<file path="config.mk">
export PLATFORM = sky130hd
export DESIGN_NAME = sd_nibble_datapath
export DESIGN_NICKNAME = d
export VERILOG_FILES = /design/src/rtl/sd_dp_pkg.sv /design/src/rtl/sd_dp_sync.sv /design/src/rtl/sd_dp_edge.sv /design/src/rtl/sd_dp_shifter.sv /design/src/rtl/sd_dp_counter.sv /design/src/rtl/sd_nibble_datapath.sv
export SDC_FILE = /design/constraint.sdc
export NUM_CORES = 1
export LEC_CHECK = 0
export BUFFER_PORTS_ARGS = -buffer_cell sky130_fd_sc_hd__buf_2
export CELL_PAD_IN_SITES_DETAIL_PLACEMENT = 1
export CELL_PAD_IN_SITES_GLOBAL_PLACEMENT = 1
export CORE_ASPECT_RATIO = 0.9
export CORE_MARGIN = 10
export CORE_UTILIZATION = 41
export DETAILED_ROUTE_END_ITERATION = 8
export MAX_ROUTING_LAYER = met4
export PLACE_DENSITY_LB_ADDON = 0.08
export REMOVE_ABC_BUFFERS = 1
export SLEW_MARGIN = 20
export SYNTH_ARGS = -nofsm -noshare
export SYNTH_HDL_FRONTEND = slang
export SYNTH_SLANG_ARGS = --single-unit
</file>
<file path="constraint.sdc">
create_clock -name clk -period 2.4 [get_ports clk]
set_input_delay 0.12 -clock clk [delete_from_list [all_inputs] [get_ports clk]]
set_output_delay 0.12 -clock clk [all_outputs]
set_load 0.01 [all_outputs]
</file>
<file path="src/rtl/sd_dp_pkg.sv">
package sd_dp_pkg;
  typedef enum logic [2:0] {
    ST_IDLE,
    ST_RX_WAIT_LOW,
    ST_RX_WAIT_EDGE,
    ST_RX_RUN,
    ST_TX_LOAD,
    ST_TX_RUN,
    ST_TX_TAIL
  } dp_state_t;
endpackage

</file>
<file path="src/rtl/sd_dp_sync.sv">
// Multi-stage synchroniser for a bus sampled as one unit.
module sd_dp_sync #(
  parameter int W = 5,
  parameter int STAGES = 2,
  parameter logic [W-1:0] RST_VAL = '0
) (
  input  logic         clk,
  input  logic         rst,
  input  logic [W-1:0] async_in,
  output logic [W-1:0] sync_out
);
  logic [W-1:0] stage [STAGES];

  genvar i;
  generate
    for (i = 0; i < STAGES; i++) begin : g_stage
      if (i == 0) begin : g_first
        always_ff @(posedge clk) begin
          if (rst) stage[0] <= RST_VAL;
          else     stage[0] <= async_in;
        end
      end else begin : g_next
        always_ff @(posedge clk) begin
          if (rst) stage[i] <= RST_VAL;
          else     stage[i] <= stage[i-1];
        end
      end
    end
  endgenerate

  assign sync_out = stage[STAGES-1];
endmodule

</file>
<file path="src/rtl/sd_dp_edge.sv">
// Rise and fall detection on a synchronised level.
module sd_dp_edge (
  input  logic clk,
  input  logic rst,
  input  logic level,
  output logic rise,
  output logic fall
);
  logic level_q;

  always_ff @(posedge clk) begin
    if (rst) level_q <= 1'b0;
    else     level_q <= level;
  end

  assign rise = level & ~level_q;
  assign fall = ~level & level_q;
endmodule

</file>
<file path="src/rtl/sd_dp_shifter.sv">
// Shared word shift register: packs nibbles on receive, unpacks on transmit.
module sd_dp_shifter #(
  parameter int WORD_W = 32,
  parameter int NIB_W  = 4
) (
  input  logic              clk,
  input  logic              rst,
  input  logic              load,
  input  logic [WORD_W-1:0] load_word,
  input  logic              shift,
  input  logic [NIB_W-1:0]  shift_in,
  output logic [WORD_W-1:0] word,
  output logic [NIB_W-1:0]  top_nib
);
  always_ff @(posedge clk) begin
    if (rst)        word <= '0;
    else if (load)  word <= load_word;
    else if (shift) word <= {word[WORD_W-NIB_W-1:0], shift_in};
  end

  assign top_nib = word[WORD_W-1 -: NIB_W];
endmodule

</file>
<file path="src/rtl/sd_dp_counter.sv">
// Nibble-within-word and word counters shared by both directions.
module sd_dp_counter #(
  parameter int NPW   = 8,
  parameter int CNT_W = 8
) (
  input  logic             clk,
  input  logic             rst,
  input  logic             clear,
  input  logic             step,
  output logic             nib_last,
  output logic [CNT_W-1:0] words
);
  localparam int NW = (NPW > 1) ? $clog2(NPW) : 1;

  logic [NW-1:0] nib;

  assign nib_last = (nib == NW'(NPW - 1));

  always_ff @(posedge clk) begin
    if (rst || clear) begin
      nib   <= '0;
      words <= '0;
    end else if (step) begin
      if (nib_last) begin
        nib   <= '0;
        words <= words + CNT_W'(1);
      end else begin
        nib <= nib + NW'(1);
      end
    end
  end
endmodule

</file>
<file path="src/rtl/sd_nibble_datapath.sv">
module sd_nibble_datapath
  import sd_dp_pkg::*;
#(
  parameter int WORD_W      = 32,
  parameter int NIB_W       = 4,
  parameter int CNT_W       = 8,
  parameter int SYNC_STAGES = 2
) (
  input  logic              clk,
  input  logic              rst,
  input  logic              mode_tx,
  input  logic              start,
  input  logic [CNT_W-1:0]  word_count,
  input  logic              sd_clk_in,
  input  logic [NIB_W-1:0]  sd_dat_in,
  output logic [NIB_W-1:0]  sd_dat_out,
  output logic              sd_dat_oe,
  output logic [WORD_W-1:0] rx_data,
  output logic              rx_valid,
  input  logic [WORD_W-1:0] tx_data,
  input  logic              tx_valid,
  output logic              tx_ready,
  output logic              busy,
  output logic              done
);
  localparam int NPW = WORD_W / NIB_W;
  localparam int SW  = NIB_W + 1;

  dp_state_t        state;
  logic [CNT_W-1:0] target;
  logic [SW-1:0]    sync_bus;
  logic             clk_s;
  logic [NIB_W-1:0] dat_s;
  logic             rise, fall;
  logic             nib_last;
  logic [CNT_W-1:0] words;
  logic             last_word;
  logic             step;
  logic             ld_word;
  logic [WORD_W-1:0] sh_word;
  logic [NIB_W-1:0] sh_top;
  logic [NIB_W-1:0] sh_in;

  // Clock and data lines sampled together so a nibble aligns with its edge.
  sd_dp_sync #(
    .W(SW), .STAGES(SYNC_STAGES), .RST_VAL({1'b0, {NIB_W{1'b1}}})
  ) u_sync (
    .clk(clk), .rst(rst),
    .async_in({sd_clk_in, sd_dat_in}),
    .sync_out(sync_bus)
  );

  assign clk_s = sync_bus[SW-1];
  assign dat_s = sync_bus[NIB_W-1:0];

  sd_dp_edge u_edge (
    .clk(clk), .rst(rst), .level(clk_s), .rise(rise), .fall(fall)
  );

  assign step    = ((state == ST_RX_RUN) && rise) || ((state == ST_TX_RUN) && fall);
  assign ld_word = (state == ST_TX_LOAD) && tx_valid;
  assign sh_in   = (state == ST_RX_RUN) ? dat_s : {NIB_W{1'b1}};

  sd_dp_counter #(.NPW(NPW), .CNT_W(CNT_W)) u_cnt (
    .clk(clk), .rst(rst),
    .clear((state == ST_IDLE) && start),
    .step(step),
    .nib_last(nib_last),
    .words(words)
  );

  sd_dp_shifter #(.WORD_W(WORD_W), .NIB_W(NIB_W)) u_shift (
    .clk(clk), .rst(rst),
    .load(ld_word), .load_word(tx_data),
    .shift(step), .shift_in(sh_in),
    .word(sh_word), .top_nib(sh_top)
  );

  assign last_word = ((words + CNT_W'(1)) == target);
  assign tx_ready  = (state == ST_TX_LOAD);
  assign busy      = (state != ST_IDLE);

  always_ff @(posedge clk) begin
    if (rst) begin
      state      <= ST_IDLE;
      target     <= '0;
      rx_data    <= '0;
      rx_valid   <= 1'b0;
      done       <= 1'b0;
      sd_dat_oe  <= 1'b0;
      sd_dat_out <= '1;
    end else begin
      rx_valid <= 1'b0;
      done     <= 1'b0;
      unique case (state)
        ST_IDLE: begin
          if (start) begin
            target <= word_count;
            if (word_count == '0) done <= 1'b1;
            else if (mode_tx)     state <= ST_TX_LOAD;
            else                  state <= ST_RX_WAIT_LOW;
          end
        end
        ST_RX_WAIT_LOW: begin
          if (!dat_s[0]) state <= ST_RX_WAIT_EDGE;
        end
        ST_RX_WAIT_EDGE: begin
          // This rising edge carries the start bit; it is skipped.
          if (rise) state <= ST_RX_RUN;
        end
        ST_RX_RUN: begin
          if (rise && nib_last) begin
            rx_data  <= {sh_word[WORD_W-NIB_W-1:0], dat_s};
            rx_valid <= 1'b1;
            if (last_word) begin
              done  <= 1'b1;
              state <= ST_IDLE;
            end
          end
        end
        ST_TX_LOAD: begin
          if (tx_valid) state <= ST_TX_RUN;
        end
        ST_TX_RUN: begin
          if (fall) begin
            sd_dat_out <= sh_top;
            sd_dat_oe  <= 1'b1;
            if (nib_last) state <= last_word ? ST_TX_TAIL : ST_TX_LOAD;
          end
        end
        ST_TX_TAIL: begin
          if (fall) begin
            sd_dat_oe  <= 1'b0;
            sd_dat_out <= '1;
            done       <= 1'b1;
            state      <= ST_IDLE;
          end
        end
        default: state <= ST_IDLE;
      endcase
    end
  end
endmodule

</file>
==> impl_metrics.prom, run 1 <==
# TYPE chip_impl_metric gauge
chip_impl_metric{name="cts-htree-levels",unit=""} 3
chip_impl_metric{name="first_global_vias",unit=""} 4347
chip_impl_metric{name="cts.clk_slew.worst_paths",unit="ps"} 60
chip_impl_metric{name="critPathRequiredTime",unit="ps"} 2620
chip_impl_info{name="timing.hold.worst.class",value="primary input to register"} 1
chip_impl_metric{name="post_cts_hold_buffer_count",unit=""} 5
chip_impl_metric{name="multi_input_area",unit="um2"} 2328
chip_impl_metric{name="max_cap_viol_count",unit=""} 0
chip_impl_info{name="synthTopCellsByCount",value="nand2_1 (150), dfxtp_1 (104), a21oi_1 (49), nor2_1 (48), a311oi_2 (20)"} 1
chip_impl_metric{name="total_congestion_overflow_after_global_routing",unit=""} 0
chip_impl_metric{name="antenna_found_initial",unit=""} 0
chip_impl_metric{name="slew_headroom",unit="%"} 68.45
chip_impl_metric{name="post_dp_cell_area",unit="um2"} 5179
chip_impl_info{name="criticalPathCategory",value="register to register"} 1
chip_impl_metric{name="die_h",unit="um"} 120.9
chip_impl_metric{name="numPlacedInstances",unit=""} 762
chip_impl_info{name="worst_setup_path_start_kind",value="register"} 1
chip_impl_metric{name="synth.avg_cell_area",unit="um2"} 8.468
chip_impl_info{name="r2r-start",value="state[2]$_SDFFE_PP0P_"} 1
chip_impl_metric{name="finalWeightedCongestion",unit=""} 0.8181
chip_impl_metric{name="detailed_place_hpwl",unit="um"} 9275
chip_impl_metric{name="tightest_slew",unit="ps"} 473.3
chip_impl_metric{name="numCtsBuffers",unit=""} 9
chip_impl_metric{name="regToRegSetupSlack",unit="ps"} 360
chip_impl_metric{name="final.setup_skew",unit="ps"} 6.799
chip_impl_info{name="yosys.area.top_type",value="dfxtp_1"} 1
chip_impl_metric{name="wl",unit="um"} 12850
chip_impl_metric{name="finalWorstPathRequiredPeriod",unit="ps"} 2040
chip_impl_info{name="synth_area_leaders",value="dfxtp_1 (45%), nand2_1 (12%), a311oi_2 (6.5%), a21oi_1 (5.3%), nor2_1 (3.9%)"} 1
chip_impl_metric{name="worst_ir_drop_vdd",unit="V"} 0.0003597
chip_impl_metric{name="post_layout_nonfiller_instances",unit=""} 779
chip_impl_metric{name="starting_density",unit="%"} 42.40
chip_impl_metric{name="setup-violations-final",unit=""} 0
chip_impl_info{name="ctsRootBufferMaster",value="clkbuf_16"} 1
chip_impl_metric{name="grt_first_pass_wirelength",unit="um"} 21620
chip_impl_metric{name="synth_edf_count",unit=""} 0
chip_impl_metric{name="port_buffers",unit=""} 90
chip_impl_metric{name="gr-usage-all-layers",unit="%"} 16.72
chip_impl_metric{name="clk_path_buf_depth",unit=""} 2
chip_impl_metric{name="ios",unit=""} 91
chip_impl_info{name="tritoncts",value="done"} 1
chip_impl_info{name="post-synth-top-count-cell",value="nand2_1"} 1
chip_impl_metric{name="cts_resized",unit=""} 0
chip_impl_metric{name="chipWidth",unit="um"} 132.1
chip_impl_metric{name="asyncSetResetFlopFracSynth",unit="%"} 0
chip_impl_info{name="startpoint",value="state[2]$_SDFFE_PP0P_"} 1
chip_impl_info{name="worstSetupEndpoint",value="u_cnt.words[4]$_SDFFE_PP0P_"} 1
chip_impl_info{name="cp-end-kind",value="register"} 1
chip_impl_metric{name="regArea",unit="um2"} 2082
chip_impl_metric{name="post_cts_buffers",unit=""} 0
chip_impl_metric{name="finalCoreUtilization",unit="%"} 50.05
chip_impl_info{name="unrepaired_setup_endpoints_after_global_routing",value="false"} 1
chip_impl_metric{name="finalNetCount",unit=""} 679
chip_impl_metric{name="num_vias",unit=""} 4065
chip_impl_metric{name="hold_viol_final",unit=""} 0
chip_impl_metric{name="grt_start_max_net_pins",unit=""} 61
chip_impl_info{name="run_status",value="finished, final reports clean"} 1
chip_impl_metric{name="drv_slew",unit=""} 0
chip_impl_metric{name="syn-cell-area",unit="um2"} 4641
chip_impl_metric{name="synthDistinctLibCells",unit=""} 59
chip_impl_metric{name="count_of_unresolved_drc_violations_after_routing",unit=""} 0
chip_impl_metric{name="die-area",unit="um2"} 15980
chip_impl_metric{name="clock_insertion_delay_at_the_later_pin_of_the_skew_report",unit="ps"} 340
chip_impl_metric{name="placement_rows",unit=""} 36
chip_impl_metric{name="total_power_divided_by_cell_area",unit="nW/um2"} 776.1
chip_impl_metric{name="nFillCells",unit=""} 1352
chip_impl_metric{name="maxClockFrequency",unit="GHz"} 0.4903
chip_impl_metric{name="crit_arrival",unit="ps"} 2260
chip_impl_metric{name="postSynthRegisterBits",unit=""} 104
chip_impl_info{name="post_synth_top_flop",value="dfxtp_1"} 1
chip_impl_metric{name="initial_drt_pass_iterations",unit=""} 4
chip_impl_metric{name="wl_per_cell",unit="um"} 16.49
chip_impl_metric{name="syn_inst",unit=""} 548
chip_impl_metric{name="postRouteAntennaNets",unit=""} 0
chip_impl_metric{name="synthesis.yosys.warnings",unit=""} 0
chip_impl_metric{name="flow.area_growth_from_synthesis",unit="%"} 18.04
chip_impl_metric{name="yosysSeqAreaShare",unit="%"} 44.86
chip_impl_metric{name="num_antenna_cells",unit=""} 0
chip_impl_metric{name="number_of_cells_on_the_worst_reg_to_reg_path",unit=""} 6
chip_impl_metric{name="total_leakage_power",unit="nW"} 2.069
chip_impl_metric{name="final.setup.tns",unit="ps"} 0
chip_impl_metric{name="critical_path.max_fanout",unit=""} 17
chip_impl_info{name="timing.rr.end",value="u_cnt.words[4]$_SDFFE_PP0P_"} 1
chip_impl_metric{name="top_area_cell_type_share_of_the_netlist_area",unit="%"} 44.86
chip_impl_metric{name="cts_sinks",unit=""} 104
chip_impl_metric{name="finish.instance_area",unit="um2"} 5478
chip_impl_metric{name="dr.first_iter.drc_count",unit=""} 195
chip_impl_metric{name="drt-vias-per-instance",unit=""} 5.218
chip_impl_metric{name="final_critical_path_share_of_the_clock_period",unit="%"} 84.99
chip_impl_metric{name="final_layout_size_suffix_gt1_share",unit="%"} 27.11
chip_impl_metric{name="design.core.area",unit="um2"} 10950
## layout make-up
type                            count  share of cell area, %
Clock inverter                      2                 0.1827
Tap cell                          152                  3.472
Sequential cell                   104                  38.01
Inverter                            4                 0.2741
Multi-Input combinational cell    399                  42.51
Clock buffer                       10                  4.363
Timing Repair Buffer              108                  11.19
## registers in the layout, summed over array words and instances, names as in the netlist
register,count
u_cnt.nib,3
rx_valid,1
rx_data,32
u_sync.stage,10
state,3
sd_dat_oe,1
done,1
u_shift.word,32
sd_dat_out,4
u_cnt.words,8
target,8
u_edge.level_q,1
## report_power, final
group | switching, W | leakage, nW | internal (W)
Clock | 0.000601 | 0.126 | 0.000705
Sequential | 0.000141 | 0.844 | 0.00188
Combinational | 0.000553 | 1.10 | 0.000372
## stage by stage
step	power [W]	hold slack (ps)	worst slack [ps]
floorplan	0.002658	187.9	-111.4
global placement	0.002943	302.1	529.3
detailed placement	0.002975	305.8	391.1
CTS	0.004291	14.85	374.1
global route	0.004482	30.56	161.6
finish	0.004251	23.39	360.3
## metal layers
| layer | routed length, um | track usage, % | up-vias |
|---|---|---|---|
| li1 | - | - | 2024 |
| met4 | 183 | 4.514 | 0 |
| met1 | 6002 | 19.96 | 1948 |
| met2 | 6170 | 28.05 | 81 |
| met3 | 493 | 3.601 | 12 |
| met5 | 0 | - | - |
## worst min path at each step
| stage | from | to | slack, ps | depth (start not counted) |
|---|---|---|---|---|
| 2_1_floorplan | rst | u_shift.word[10]$_SDFFE_PP0P_ | 190 | 1 |
| 3_3_place_gp | sd_dat_in[3] | u_sync.stage[0][3]$_SDFF_PP1_ | 300 | 2 |
| 3_5_place_dp | sd_dat_in[3] | u_sync.stage[0][3]$_SDFF_PP1_ | 310 | 2 |
| 4_1_cts | tx_data[2] | u_shift.word[2]$_SDFFE_PP0P_ | 10 | 3 |
| 5_1_grt | word_count[6] | target[6]$_SDFFE_PP0P_ | 30 | 3 |
| 6_report | word_count[6] | target[6]$_SDFFE_PP0P_ | 20 | 3 |
## critical path: stages (launching register included)
cell and delay [ps]:
dfxtp_1 530, and4bb_1 340, o21a_2 410, nand2_1 210, nor2_1 220, xnor2_1 150, nor2_1 50
## cells by family (layout without fill, tap and decap cells)
logic type	Yosys count	in the layout	synth area share [%]
AND/OR/NAND/NOR	259	259	25.18
AO/OA/AOI/OAI	116	116	19.95
flip-flops	104	104	44.86
buffers and inverters	45	124	5.015
XOR/XNOR	19	19	3.748
adder cells (fa/ha/maj)	3	3	0.8089
multiplexers	2	2	0.4314
## layout by cell type (no fill, tap or decap), types with 2 or more instances in the layout
| cell type | Yosys | layout |
|---|---|---|
| a211oi_1 | 2 | 2 |
| a211oi_2 | 2 | 2 |
| a21oi_1 | 49 | 49 |
| a311oi_1 | 8 | 8 |
| a311oi_2 | 20 | 20 |
| a31oi_1 | 2 | 2 |
| and2_1 | 2 | 2 |
| and3_1 | 4 | 4 |
| buf_2 | 12 | 89 |
| buf_4 | 1 | 13 |
| clkbuf_16 | 0 | 9 |
| clkinv_2 | 0 | 2 |
| dfxtp_1 | 104 | 104 |
| dlygate4sd3_1 | 0 | 5 |
| ha_1 | 3 | 3 |
| inv_2 | 3 | 3 |
| mux2i_1 | 2 | 2 |
| nand2_1 | 150 | 149 |
| nand2b_1 | 5 | 5 |
| nand3_1 | 7 | 7 |
| nand4_1 | 4 | 4 |
| nor2_1 | 48 | 48 |
| nor2b_1 | 4 | 4 |
| nor3_1 | 7 | 7 |
| nor3_2 | 3 | 3 |
| o211ai_1 | 5 | 5 |
| o21ai_0 | 9 | 9 |
| o21ai_1 | 5 | 5 |
| or2_2 | 8 | 8 |
| or3_1 | 5 | 5 |
| or4_4 | 2 | 2 |
| xnor2_1 | 7 | 7 |
| xor2_1 | 11 | 11 |
Power figures use the tool's default switching activity.
==> inputs of run 2 (changes only) <==
CORE_UTILIZATION = 37   (was 41)
clock period = 1.77 ns   (was 2.4 ns; I/O delays follow)
==> run 2 against run 1 <==
Die area increased by 9.1%. Clock skew up 1.1 ps. Final area increased by 7.8%. Maximum frequency increased by 19%. Hold slack better by 9.2 ps. Final cell count is 5.1% higher. Sequential power grew 36%. Worst setup slack lost 300 ps. Non-clock buffer count rose by 28. Count of clock-buffer cells in the layout grew 3. Via count is 3.1% higher. Flip-flop and latch count stayed put. Critical endpoint is now state[2]$_SDFFE_PP0P_. Highest routed layer unchanged.
==> impl_metrics.prom, run 2 (synthesis results as in run 1) <==
# TYPE chip_impl_metric gauge
chip_impl_info{name="run_status",value="finished, final reports clean"} 1
chip_impl_metric{name="gr-usage-all-layers",unit="%"} 16.39
chip_impl_info{name="layout.cells.most_common",value="nand2_1"} 1
chip_impl_metric{name="maxClockFrequency",unit="GHz"} 0.5842
chip_impl_info{name="ctsRootBufferMaster",value="clkbuf_16"} 1
chip_impl_metric{name="drt-vias-per-instance",unit=""} 5.116
chip_impl_info{name="timing.rr.end",value="state[2]$_SDFFE_PP0P_"} 1
chip_impl_metric{name="starting_density",unit="%"} 38.13
chip_impl_metric{name="final_critical_path_share_of_the_clock_period",unit="%"} 96.71
chip_impl_metric{name="hold_depth",unit=""} 3
chip_impl_metric{name="regToRegSetupSlack",unit="ps"} 60
chip_impl_metric{name="chipWidth",unit="um"} 138.1
chip_impl_metric{name="finalWorstPathRequiredPeriod",unit="ps"} 1712
chip_impl_metric{name="max_cap_viol_count",unit=""} 0
chip_impl_info{name="worstHoldEndpoint",value="u_shift.word[28]$_SDFFE_PP0P_"} 1
chip_impl_metric{name="total_leakage_power",unit="nW"} 2.241
chip_impl_metric{name="detailed_place_hpwl",unit="um"} 9797
chip_impl_info{name="timing.hold.worst.class",value="primary input to register"} 1
chip_impl_metric{name="final_layout_size_suffix_gt1_share",unit="%"} 30.35
chip_impl_info{name="holdCritStartpoint",value="tx_data[28]"} 1
chip_impl_metric{name="total_power_divided_by_cell_area",unit="nW/um2"} 1065
chip_impl_metric{name="grt_start_max_net_pins",unit=""} 61
chip_impl_metric{name="post_layout_nonfiller_instances",unit=""} 819
chip_impl_metric{name="num_vias",unit=""} 4190
chip_impl_metric{name="grt_first_pass_wirelength",unit="um"} 23140
chip_impl_metric{name="tightest_slew",unit="ps"} 427.4
chip_impl_metric{name="total_congestion_overflow_after_global_routing",unit=""} 0
chip_impl_metric{name="wl_per_cell",unit="um"} 16.97
chip_impl_metric{name="initial_drt_pass_iterations",unit=""} 4
chip_impl_metric{name="post_cts_buffers",unit=""} 0
chip_impl_info{name="worst_setup_path_start_kind",value="register"} 1
chip_impl_metric{name="die_h",unit="um"} 126.2
chip_impl_metric{name="critPathRequiredTime",unit="ps"} 2040
chip_impl_metric{name="numCtsBuffers",unit=""} 9
chip_impl_metric{name="port_buffers",unit=""} 90
chip_impl_metric{name="antenna_found_initial",unit=""} 0
chip_impl_metric{name="number_of_cells_on_the_worst_reg_to_reg_path",unit=""} 7
chip_impl_metric{name="setup-violations-final",unit=""} 0
chip_impl_metric{name="nFillCells",unit=""} 1495
chip_impl_metric{name="pnr_total_power",unit="W"} 0.006288
chip_impl_metric{name="multi_input_area",unit="um2"} 2381
chip_impl_metric{name="first_global_vias",unit=""} 4547
chip_impl_metric{name="slew_headroom",unit="%"} 71.51
chip_impl_metric{name="cts.clk_slew.worst_paths",unit="ps"} 70
chip_impl_metric{name="pre_cts_ws",unit="ps"} -88.45
chip_impl_metric{name="crit_arrival",unit="ps"} 1980
chip_impl_metric{name="postRouteAntennaNets",unit=""} 0
chip_impl_metric{name="worst_ir_drop_vdd",unit="V"} 0.0004882
chip_impl_info{name="critical_path.cell_chain",value="ha_2 > ha_4 > nor2_1 > o211ai_1 > and2_1 > a31oi_1 > a211oi_1"} 1
chip_impl_info{name="largest_registers",value="rx_data x32, u_shift.word x32, u_sync.stage x10"} 1
chip_impl_info{name="tritoncts",value="done"} 1
chip_impl_info{name="unrepaired_setup_endpoints_after_global_routing",value="true"} 1
chip_impl_info{name="r2r-start",value="u_cnt.nib[0]$_SDFFE_PP0P_"} 1
chip_impl_info{name="cp-end-kind",value="register"} 1
chip_impl_info{name="criticalPathCategory",value="register to register"} 1
chip_impl_metric{name="num_antenna_cells",unit=""} 0
chip_impl_info{name="layout_common_cells",value="nand2_1 (148), dfxtp_1 (99), buf_2 (87), a21oi_1 (49), nor2_1 (48)"} 1
chip_impl_metric{name="hold_viol_final",unit=""} 0
chip_impl_metric{name="clock_insertion_delay_at_the_later_pin_of_the_skew_report",unit="ps"} 350
chip_impl_metric{name="dr.first_iter.drc_count",unit=""} 155
chip_impl_metric{name="wl",unit="um"} 13900
chip_impl_metric{name="final.setup_skew",unit="ps"} 7.903
chip_impl_metric{name="finalNetCount",unit=""} 707
chip_impl_metric{name="finalWeightedCongestion",unit=""} 0.8656
chip_impl_metric{name="critical-path-max-stage-delay",unit="ps"} 370
chip_impl_metric{name="drv_slew",unit=""} 0
chip_impl_metric{name="flow.area_growth_from_synthesis",unit="%"} 27.26
chip_impl_metric{name="cts-htree-levels",unit=""} 3
chip_impl_metric{name="placement_rows",unit=""} 38
chip_impl_metric{name="design.core.area",unit="um2"} 12170
chip_impl_metric{name="ios",unit=""} 91
chip_impl_metric{name="regArea",unit="um2"} 2088
chip_impl_metric{name="critical_path.max_fanout",unit=""} 4
chip_impl_metric{name="worst_slack",unit="ps"} 58.22
chip_impl_metric{name="clk_path_buf_depth",unit=""} 2
chip_impl_metric{name="count_of_unresolved_drc_violations_after_routing",unit=""} 0
chip_impl_metric{name="die-area",unit="um2"} 17430
chip_impl_metric{name="numPlacedInstances",unit=""} 788
chip_impl_info{name="timing.critical_path.slowest_stage_cell",value="dfxtp_1"} 1
chip_impl_metric{name="cts_sinks",unit=""} 104
-- run 2: critical path: cells and delay by family, from the launching register on --
kind	cells	cell delay (ps)
DFF	1	370
AOI/OAI and AO/OA	3	650
and+or+nand+nor	2	260
adders and majority gates	2	370
-- run 2: timing repair --
action / 4_1_cts / 5_1_grt
gates resized for setup: 6 / 13
hold endpoints to repair: 17 / 0
hold buffers: 17 / 0
pin swaps: 3 / 10
endpoints found under the setup margin: 3 / 55
-- run 2: final cells by class --
cell class	instances	share of cell area [%]
Multi-Input combinational cell	399	40.32
Sequential cell	104	35.36
Timing Repair Buffer	136	15.34
Clock buffer	13	4.237
Tap cell	160	3.390
Clock inverter	3	1.102
Inverter	4	0.2542
-- run 2: how the worst max path moves through the flow --
stage                                             start                            end  slack, ps  depth (start not counted)
after global routing      u_sync.stage[1][4]$_SDFF_PP0_    u_cnt.words[4]$_SDFFE_PP0P_        -50                          6
after global placement      u_cnt.words[0]$_SDFFE_PP0P_          state[1]$_SDFFE_PP0P_          2                          7
final                         u_cnt.nib[0]$_SDFFE_PP0P_          state[2]$_SDFFE_PP0P_         60                          7
after detailed placement    u_cnt.words[0]$_SDFFE_PP0P_          state[1]$_SDFFE_PP0P_        -90                          7
after floorplan                   state[2]$_SDFFE_PP0P_  u_shift.word[10]$_SDFFE_PP0P_       -740                          5
after CTS                         state[0]$_SDFFE_PP0P_    u_cnt.words[4]$_SDFFE_PP0P_         10                          6
-- run 2: routing by layer --
layer / track usage (%) / vias to the layer above / routed length, um
li1: - / 2077 / -
met1: 19.33 / 2024 / 6302
met2: 26.96 / 73 / 6899
met3: 3.719 / 16 / 438
met4: 5.762 / 0 / 256
met5: - / - / 0
-- run 2: metrics by stage --
stage,hold WS [ps],TNS [ps],instance area (um2),util (%)
6_report,32.55,0,5906,48.52
5_1_grt,16.12,-98.21,5906,48.52
4_1_cts,9.431,0,5874,48.26
3_5_place_dp,278.0,-164.5,5361,44.05
3_3_place_gp,270.3,0,5361,44.05
2_1_floorplan,156.4,-26930,4423,-
-- run 2: power breakdown --
part	total, W	internal (W)	switching [W]	leakage (nW)
sequential	0.00274	0.00255	0.000189	0.846
combinational	0.00141	0.000616	0.000795	1.24
clock	0.00214	0.00128	0.000861	0.154
total	0.00629	0.00444	0.00184	2.24
==> inputs of run 3 (changes only) <==
SETUP_SLACK_MARGIN = 0.3   (was default)
==> run 3 against run 2 <==
The run now ends with negative setup slack left. Sequential power grew 4%. Sequential share of layout area decreased by 6.6 points. Maximum frequency down 5.2%. Clock power increased by 2%. Count of clock-buffer cells in the layout unchanged. Critical endpoint is now state[1]$_SDFFE_PP0P_. Combinational power increased by 19%.
==> impl_metrics.prom, run 3 (synthesis results as in run 1) <==
# TYPE chip_impl_metric gauge
chip_impl_metric{name="final.setup_skew",unit="ps"} 11.25
chip_impl_metric{name="chipWidth",unit="um"} 138.1
chip_impl_metric{name="wl_per_cell",unit="um"} 21.11
chip_impl_metric{name="numCtsBuffers",unit=""} 9
chip_impl_info{name="violations",value="negative setup slack"} 1
chip_impl_info{name="cp-end-kind",value="register"} 1
chip_impl_metric{name="finalNetCount",unit=""} 742
chip_impl_info{name="layout_common_cells",value="dfxtp_1 (93), buf_2 (89), nand2_1 (79), nand2_4 (59), nor2_1 (43)"} 1
chip_impl_info{name="tritoncts",value="done"} 1
chip_impl_metric{name="total_congestion_overflow_after_global_routing",unit=""} 0
chip_impl_info{name="timing.critical_path.slowest_stage_cell",value="dfxtp_2"} 1
chip_impl_metric{name="grt_first_pass_wirelength",unit="um"} 23980
chip_impl_metric{name="crit_arrival",unit="ps"} 2050
chip_impl_metric{name="cts_sinks",unit=""} 104
chip_impl_metric{name="finalWeightedCongestion",unit=""} 0.8656
chip_impl_metric{name="die-area",unit="um2"} 17430
chip_impl_metric{name="antenna_found_initial",unit=""} 0
chip_impl_metric{name="critical-path-max-stage-delay",unit="ps"} 410
chip_impl_metric{name="gr-usage-all-layers",unit="%"} 17.09
chip_impl_metric{name="max_cap_viol_count",unit=""} 0
chip_impl_metric{name="nFillCells",unit=""} 1340
chip_impl_metric{name="cts.clk_slew.worst_paths",unit="ps"} 70
chip_impl_metric{name="dr.first_iter.drc_count",unit=""} 180
chip_impl_metric{name="numPlacedInstances",unit=""} 788
chip_impl_info{name="worst_setup_path_start_kind",value="register"} 1
chip_impl_info{name="critical_path.cell_chain",value="buf_4 > o21ai_0 > o211ai_1 > and2_1 > a22oi_1 > nor3_2"} 1
chip_impl_info{name="unrepaired_setup_endpoints_after_global_routing",value="true"} 1
chip_impl_metric{name="ios",unit=""} 91
chip_impl_metric{name="flow.area_growth_from_synthesis",unit="%"} 57.45
chip_impl_metric{name="starting_density",unit="%"} 38.13
chip_impl_info{name="largest_registers",value="rx_data x32, u_shift.word x32, u_sync.stage x10"} 1
chip_impl_metric{name="wl",unit="um"} 18030
chip_impl_metric{name="critical_path.max_fanout",unit=""} 8
chip_impl_metric{name="worst_slack",unit="ps"} -35.62
chip_impl_metric{name="postRouteAntennaNets",unit=""} 0
chip_impl_metric{name="count_of_unresolved_drc_violations_after_routing",unit=""} 0
chip_impl_metric{name="design.core.area",unit="um2"} 12170
chip_impl_metric{name="finalHoldWorstSlack",unit="ps"} 46.23
chip_impl_info{name="run_status",value="finished with violations"} 1
chip_impl_metric{name="hold_viol_final",unit=""} 0
chip_impl_info{name="layout.cells.most_common",value="dfxtp_1"} 1
chip_impl_metric{name="port_buffers",unit=""} 90
chip_impl_metric{name="critPathRequiredTime",unit="ps"} 2010
chip_impl_metric{name="num_vias",unit=""} 4562
chip_impl_metric{name="clock_insertion_delay_at_the_later_pin_of_the_skew_report",unit="ps"} 360
chip_impl_metric{name="detailed_place_hpwl",unit="um"} 9797
chip_impl_metric{name="total_power_divided_by_cell_area",unit="nW/um2"} 917.7
chip_impl_metric{name="final_critical_path_share_of_the_clock_period",unit="%"} 102.0
chip_impl_info{name="timing.hold.worst.class",value="primary input to register"} 1
chip_impl_metric{name="tightest_slew",unit="ps"} 486.0
chip_impl_info{name="criticalPathCategory",value="register to register"} 1
chip_impl_metric{name="final.setup.tns",unit="ps"} -40.74
chip_impl_metric{name="die_h",unit="um"} 126.2
chip_impl_metric{name="worst_ir_drop_vdd",unit="V"} 0.0005453
chip_impl_metric{name="cts-htree-levels",unit=""} 3
chip_impl_metric{name="total_leakage_power",unit="nW"} 3.000
chip_impl_metric{name="slew_headroom",unit="%"} 67.60
chip_impl_metric{name="finalWorstPathRequiredPeriod",unit="ps"} 1806
chip_impl_metric{name="finalCoreUtilization",unit="%"} 60.03
chip_impl_metric{name="setup-violations-final",unit=""} 2
chip_impl_metric{name="placement_rows",unit=""} 38
chip_impl_metric{name="pnr_total_power",unit="W"} 0.006706
chip_impl_metric{name="post_layout_nonfiller_instances",unit=""} 854
chip_impl_metric{name="initial_drt_pass_iterations",unit=""} 4
chip_impl_metric{name="num_antenna_cells",unit=""} 0
chip_impl_metric{name="final_layout_size_suffix_gt1_share",unit="%"} 52.59
chip_impl_metric{name="maxClockFrequency",unit="GHz"} 0.5538
chip_impl_metric{name="clk_path_buf_depth",unit=""} 2
chip_impl_metric{name="grt_start_max_net_pins",unit=""} 61
chip_impl_metric{name="drv_slew",unit=""} 0
chip_impl_metric{name="drt-vias-per-instance",unit=""} 5.342
chip_impl_metric{name="first_global_vias",unit=""} 4647
chip_impl_info{name="ctsRootBufferMaster",value="clkbuf_16"} 1
[run 3: area by class of cell]
| type | instances | area [um2] | area share (%) |
|---|---|---|---|
| clock inverters | 3 | 65.06 | 0.8904 |
| clock buffers | 13 | 250.2 | 3.425 |
| repair buffers | 171 | 1501 | 20.55 |
| flip-flops and latches | 104 | 2103 | 28.78 |
| multi-input cells | 399 | 3164 | 43.30 |
| inverters | 4 | 22.52 | 0.3082 |
| well taps | 160 | 200.2 | 2.740 |
[run 3: layer usage]
layer	vias up	share of wire, %	track usage [%]
met2	96	51	28.48
met3	41	3.5	3.757
li1	2156	-	-
met1	2269	43	20.07
met4	0	2.7	5.638
met5	-	0	-
[run 3: worst paths after layout]
path / from / end / slack, ps / cells past startpoint
worst max-delay path: state[0]$_SDFFE_PP0P_ / state[1]$_SDFFE_PP0P_ / -40 / 6
worst min-delay path: tx_data[15] / u_shift.word[15]$_SDFFE_PP0P_ / 50 / 3
worst min register to register: u_sync.stage[0][0]$_SDFF_PP1_ / u_sync.stage[1][0]$_SDFF_PP1_ / 410 / 1
worst max register to register: state[0]$_SDFFE_PP0P_ / state[1]$_SDFFE_PP0P_ / -40 / 6
[run 3: what timing repair did]
item / 4_1_cts / 5_1_grt
resized for setup: 41 / 210
hold buffers: 17 / 0
endpoints found under the hold margin: 17 / 0
setup endpoints to repair: 88 / 84
setup buffers: 6 / 15
cloned: 2 / 10
pin swaps: 11 / 138
[run 3: through the flow]
stage | cell area [um2] | setup slack, ps
6_report | 7307 | -35.62
5_1_grt | 7307 | -109.4
4_1_cts | 6108 | 20.40
3_5_place_dp | 5361 | -88.45
3_3_place_gp | 5361 | 1.719
2_1_floorplan | 4423 | -741.4
[run 3: worst max-delay path: cells and delay by family, from the launching register on]
| kind | cells | cell delay (ps) |
|---|---|---|
| flops | 1 | 410 |
| buf+inv | 1 | 200 |
| simple gates | 2 | 340 |
| compound gates | 3 | 740 |
[run 3: where the power goes]
part | switching, W | total [W] | internal (W)
Clock | 0.000905 | 0.00218 | 0.00128
Sequential | 0.000284 | 0.00284 | 0.00255
Combinational | 0.000959 | 0.00168 | 0.000726
